--- config.mk ---
export PLATFORM = sky130hd
export DESIGN_NAME = mpx_uart_tx
export DESIGN_NICKNAME = d
export VERILOG_FILES = /design/src/rtl/mpx_uart_pkg.sv /design/src/rtl/mpx_hold_reg.sv /design/src/rtl/mpx_frame_build.sv /design/src/rtl/mpx_shifter.sv /design/src/rtl/mpx_line_drv.sv /design/src/rtl/mpx_uart_tx.sv
export SDC_FILE = /design/constraint.sdc
export NUM_CORES = 1
export LEC_CHECK = 0
export BUFFER_PORTS_ARGS = -buffer_cell sky130_fd_sc_hd__buf_2
export CAP_MARGIN = 20
export CORE_MARGIN = 1
export CORE_UTILIZATION = 49
export DETAILED_ROUTE_END_ITERATION = 12
export HOLD_SLACK_MARGIN = 0.12
export MAX_ROUTING_LAYER = met4
export PLACE_DENSITY = 0.74
export SYNTH_ARGS = -nofsm -noshare
export SYNTH_HDL_FRONTEND = slang
export SYNTH_SLANG_ARGS = --single-unit
--- constraint.sdc ---
create_clock -name clk -period 1.65 [get_ports clk]
set_input_delay 0.33 -clock clk [delete_from_list [all_inputs] [get_ports clk]]
set_output_delay 0.33 -clock clk [all_outputs]
set_load 0.01 [all_outputs]
--- src/rtl/mpx_uart_pkg.sv ---
package mpx_uart_pkg;
  localparam int unsigned DATA_W   = 8;
  localparam int unsigned FRAME_W  = DATA_W + 4;
  localparam int unsigned LEN_W    = $clog2(FRAME_W + 1);

  typedef struct packed {
    logic [DATA_W-1:0] data;
    logic              mpb;
  } hold_t;
endpackage

--- src/rtl/mpx_hold_reg.sv ---
module mpx_hold_reg
  import mpx_uart_pkg::*;
(
  input  logic              clk,
  input  logic              rst_n,
  input  logic              wr_valid,
  input  logic [DATA_W-1:0] wr_data,
  input  logic              wr_mpb,
  input  logic              take,
  output logic              wr_ready,
  output hold_t             held,
  output logic              full
);
  // take is only raised while full, a write only lands while empty
  always_ff @(posedge clk or negedge rst_n) begin
    if (!rst_n) begin
      full <= 1'b0;
      held <= '0;
    end else if (take) begin
      full <= 1'b0;
    end else if (wr_valid && !full) begin
      full      <= 1'b1;
      held.data <= wr_data;
      held.mpb  <= wr_mpb;
    end
  end

  assign wr_ready = !full;
endmodule

--- src/rtl/mpx_frame_build.sv ---
module mpx_frame_build
  import mpx_uart_pkg::*;
(
  input  hold_t              held,
  input  logic               fmt_7bit,
  input  logic               fmt_2stop,
  output logic [FRAME_W-1:0] frame,
  output logic [LEN_W-1:0]   len
);
  logic [LEN_W-1:0] dbits;

  always_comb begin
    dbits = fmt_7bit ? LEN_W'(DATA_W - 1) : LEN_W'(DATA_W);
    frame = '1;              // unused upper positions stay at stop level
    frame[0] = 1'b0;         // start bit
    for (int i = 0; i < DATA_W; i++) begin
      if (LEN_W'(i) < dbits) frame[1+i] = held.data[i];
    end
    frame[dbits + LEN_W'(1)] = held.mpb;
    len = dbits + (fmt_2stop ? LEN_W'(4) : LEN_W'(3));
  end
endmodule

--- src/rtl/mpx_shifter.sv ---
module mpx_shifter
  import mpx_uart_pkg::*;
(
  input  logic               clk,
  input  logic               rst_n,
  input  logic               tx_en,
  input  logic               bit_tick,
  input  logic               hold_full,
  input  logic [FRAME_W-1:0] frame,
  input  logic [LEN_W-1:0]   len,
  output logic               take,
  output logic               ser
);
  logic [FRAME_W-1:0] sh;
  logic [LEN_W-1:0]   rem;
  logic               busy;
  logic               last;

  assign last = busy && (rem == LEN_W'(1));
  assign take = tx_en && bit_tick && hold_full && (!busy || last);
  assign ser  = sh[0];

  always_ff @(posedge clk or negedge rst_n) begin
    if (!rst_n) begin
      sh   <= '1;
      rem  <= '0;
      busy <= 1'b0;
    end else if (!tx_en) begin
      sh   <= '1;
      rem  <= '0;
      busy <= 1'b0;
    end else if (bit_tick) begin
      if (take) begin
        sh   <= frame;
        rem  <= len;
        busy <= 1'b1;
      end else if (busy) begin
        sh  <= {1'b1, sh[FRAME_W-1:1]};
        rem <= rem - LEN_W'(1);
        if (last) busy <= 1'b0;
      end
    end
  end
endmodule

--- src/rtl/mpx_line_drv.sv ---
module mpx_line_drv (
  input  logic tx_en,
  input  logic brk_sel,
  input  logic ser,
  output logic txd
);
  // disabled: break pulls low, otherwise rest at mark level
  assign txd = tx_en ? ser : !brk_sel;
endmodule

--- src/rtl/mpx_uart_tx.sv ---
module mpx_uart_tx
  import mpx_uart_pkg::*;
(
  input  logic              clk,
  input  logic              rst_n,
  input  logic              bit_tick,
  input  logic              tx_en,
  input  logic              brk_sel,
  input  logic              fmt_7bit,
  input  logic              fmt_2stop,
  input  logic              parity_en,
  input  logic              wr_valid,
  input  logic [DATA_W-1:0] wr_data,
  input  logic              wr_mpb,
  output logic              wr_ready,
  output logic              tdr_empty,
  output logic              txe_req,
  output logic              txd
);
  hold_t              held;
  logic               full;
  logic               take;
  logic               ser;
  logic [FRAME_W-1:0] frame;
  logic [LEN_W-1:0]   len;
  logic               unused_parity;

  assign unused_parity = parity_en;

  mpx_hold_reg u_hold (
    .clk(clk), .rst_n(rst_n), .wr_valid(wr_valid), .wr_data(wr_data),
    .wr_mpb(wr_mpb), .take(take), .wr_ready(wr_ready), .held(held), .full(full)
  );

  mpx_frame_build u_build (
    .held(held), .fmt_7bit(fmt_7bit), .fmt_2stop(fmt_2stop),
    .frame(frame), .len(len)
  );

  mpx_shifter u_shift (
    .clk(clk), .rst_n(rst_n), .tx_en(tx_en), .bit_tick(bit_tick),
    .hold_full(full), .frame(frame), .len(len), .take(take), .ser(ser)
  );

  mpx_line_drv u_line (
    .tx_en(tx_en), .brk_sel(brk_sel), .ser(ser), .txd(txd)
  );

  assign tdr_empty = !full;
  assign txe_req   = tx_en && !full;
endmodule

==> impl_metrics.env <==
export IMPL_cts_tree="done"
export IMPL_wl_per_cell_microns=12.5
export IMPL_drcViolationCount=0
export IMPL_clock_sinks=25
export IMPL_synth_edf_count=0
export IMPL_final_setup_skew_ns=0.00963
export IMPL_grt_pass1_vias=917
export IMPL_die_w_microns=53.3
export IMPL_max_stage_delay_ns=0.41
export IMPL_syn_area_per_cell_sq_um=10.7
export IMPL_ant_nets=0
export IMPL_io_buffers=20
export IMPL_setup_slack_ns=-0.0346
export IMPL_synth_top_area_cell="dfrtp_1"
export IMPL_clk_latency_ns=0.32
export IMPL_finalCriticalPeriod_ns=1.68
export IMPL_die_height_microns=53.3
export IMPL_final_design_area_no_fill_sq_um=1520
export IMPL_synthArstFlopShare=1.00
export IMPL_crit_fanout=8
export IMPL_required_ns=1.86
export IMPL_dr_first_iter_drc_count=7
export IMPL_grt_use_total=0.197
export IMPL_seq_area_frac_synth=0.496
export IMPL_netlist_top_cells_area="dfrtp_1, dfstp_2, nor2_1, ha_1, nor3_1"
export IMPL_tightest_slew_ns=0.539
export IMPL_drv_cap=0
export IMPL_final_layout_size_suffix_gt1_frac=0.422
export IMPL_yosysMostFrequentCell="nor2_1"
export IMPL_power_density_nw_per_um2=1030
export IMPL_core_sq_um=2480
export IMPL_synthTopCellsByCount="nor2_1, dfrtp_1, nor3_1"
export IMPL_hold_class="in2reg"
export IMPL_grt_start_max_net_pins=26
export IMPL_cts_buffers_inserted=3
export IMPL_start_util=0.520
export IMPL_rsz0062_at_grt="true"
export IMPL_grt_pass1_wl_microns=3930
export IMPL_setup_viol=3
export IMPL_finalPower_uw=1560
export IMPL_synth_cells=120
export IMPL_antenna_found_initial=0
export IMPL_synth_main_ff_cell="dfrtp_1"
export IMPL_yosysWarnings=0
export IMPL_startpoint_type="flop"
export IMPL_via_per_inst=5.29
export IMPL_yosysTopAreaCellShare=0.292
export IMPL_status="finished with violations"
export IMPL_finalWirelength_microns=2210
export IMPL_cp_cell_sequence="inv_2, ha_1, or3b_4, a21oi_4, nor3_2, a221o_1"
export IMPL_fin_crit_sh=1.02
export IMPL_cts_root_buffer="clkbuf_4"
export IMPL_rows=18
export IMPL_syn_area_sq_um=1290
export IMPL_synth_seq_cells=25
export IMPL_maxSlewHeadroom=0.640
export IMPL_pre_cts_ws_ns=-0.119
export IMPL_dp_hpwl_microns=1650
export IMPL_place_gp_congestion=0.750
export IMPL_fin_cells=177
export IMPL_p_leak_uw=0.000664
export IMPL_synthDistinctLibCells=32
export IMPL_diodes=0
export IMPL_reg2reg_slack_ns=-0.03
export IMPL_die_area_sq_um=2840
export IMPL_clk_pin_slew_ns=0.14
export IMPL_overflow=0
export IMPL_nets=172
export IMPL_cpMaxStageDelayCell="dfrtp_1"
export IMPL_max_freq_mhz=594
export IMPL_worst_setup_path_type="reg2reg"
export IMPL_place_area_sq_um=1440
export IMPL_endpoint_kind="flop"
export IMPL_dp_cells=171
export IMPL_violations="setup timing"
export IMPL_vias=937
export IMPL_ios=22
export IMPL_finalMaxSlewViolations=0
export IMPL_irDropWorstVdd_mv=0.620
export IMPL_areaGrowthSynthToFinish_pct=18.3
export IMPL_dr_pass1_iters=4
export IMPL_syn_nets=144
export IMPL_crit_arrival_ns=1.89
export IMPL_hold_violations=0
export IMPL_clock_path_buffers=2
export IMPL_htreeDepth=1
layout by cell type, fill, tap and decap left out, types with 4 or more instances in the layout:
cell type	synthesis	layout
ha_1	6	6
nor3_1	14	9
dfrtp_1	15	15
buf_2	3	20
mux2_1	4	4
inv_1	6	5
mux2_2	5	5
nor2_1	21	21
buf_4	1	7
dfstp_2	10	10
nor3_2	5	9
kinds of logic (layout without fill, tap and decap cells):
logic type / after synthesis / in the layout / share of synthesized area
multiplexers: 10 / 10 / 0.0865
XOR/XNOR: 3 / 3 / 0.0204
buffers and inverters: 12 / 39 / 0.0466
AO/OA/AOI/OAI: 15 / 15 / 0.0972
AND/OR/NAND/NOR: 49 / 49 / 0.195
adder cells (fa/ha/maj): 6 / 6 / 0.0583
flip-flops: 25 / 25 / 0.496
final timing paths:
kind / start / end / depth (start not counted)
max reg2reg: u_shift.rem[1] / u_shift.rem[2] / 6
min: wr_data[4] / u_hold.held[5] / 2
max: u_shift.rem[1] / u_shift.rem[2] / 6
min reg2reg: u_hold.held[5] / u_hold.held[5] / 1
min in group asynchronous: rst_n / u_shift.rem[3] / 2
max in group asynchronous: rst_n / u_shift.sh[7] / 2
where the power goes:
group,switching (uW),internal (uW),total (uW)
combinational,188,216,404
clock,184,92.3,277
sequential,97.6,784,881
flip-flops by register name, indices dropped and copies added (netlist names):
name and flops:
u_hold.full 1, u_shift.rem 4, u_shift.busy 1, u_shift.sh 10, u_hold.held 9
worst max-delay path, delay by kind of cell (launching register included):
family	cells	cell delay, ns
compound gates	2	0.52
fa+ha+maj	1	0.12
buf+inv	1	0.06
flops	1	0.41
simple gates	2	0.46
metal layers:
layer | GRT usage | vias up | part of all wire
li1 | - | 466 | -
met1 | 0.250 | 455 | 0.46
met2 | 0.323 | 14 | 0.51
met3 | 0.0345 | 2 | 0.026
met4 | 0.0526 | 0 | 0.0068
met5 | - | - | 0
timing repair:
action / in CTS / in global routing
gates resized for setup: 4 / 4
setup buffers: 1 / 0
hold buffers: 1 / 0
endpoints found under the setup margin: 10 / 14
endpoints found under the hold margin: 15 / 0
pin swaps: 2 / 2
cell type report:
| type | instances | area [sq um] |
|---|---|---|
| Timing Repair Buffer | 29 | 174 |
| Multi-Input combinational cell | 83 | 621 |
| Fill cell | 206 | 955 |
| Clock buffer | 3 | 22.5 |
| Sequential cell | 25 | 638 |
| Clock inverter | 1 | 7.51 |
| Tap cell | 30 | 37.5 |
| Inverter | 6 | 22.5 |
through the flow:
stage	hold slack, ns	utilization	TNS, ns
2_1_floorplan	0.0344	-	0
3_3_place_gp	0.341	0.581	-0.113
3_5_place_dp	0.344	0.581	-0.402
4_1_cts	0.208	0.606	-0.143
5_1_grt	0.197	0.615	-1.00
6_report	0.214	0.615	-0.0941
(Power assumes the default switching activity.)
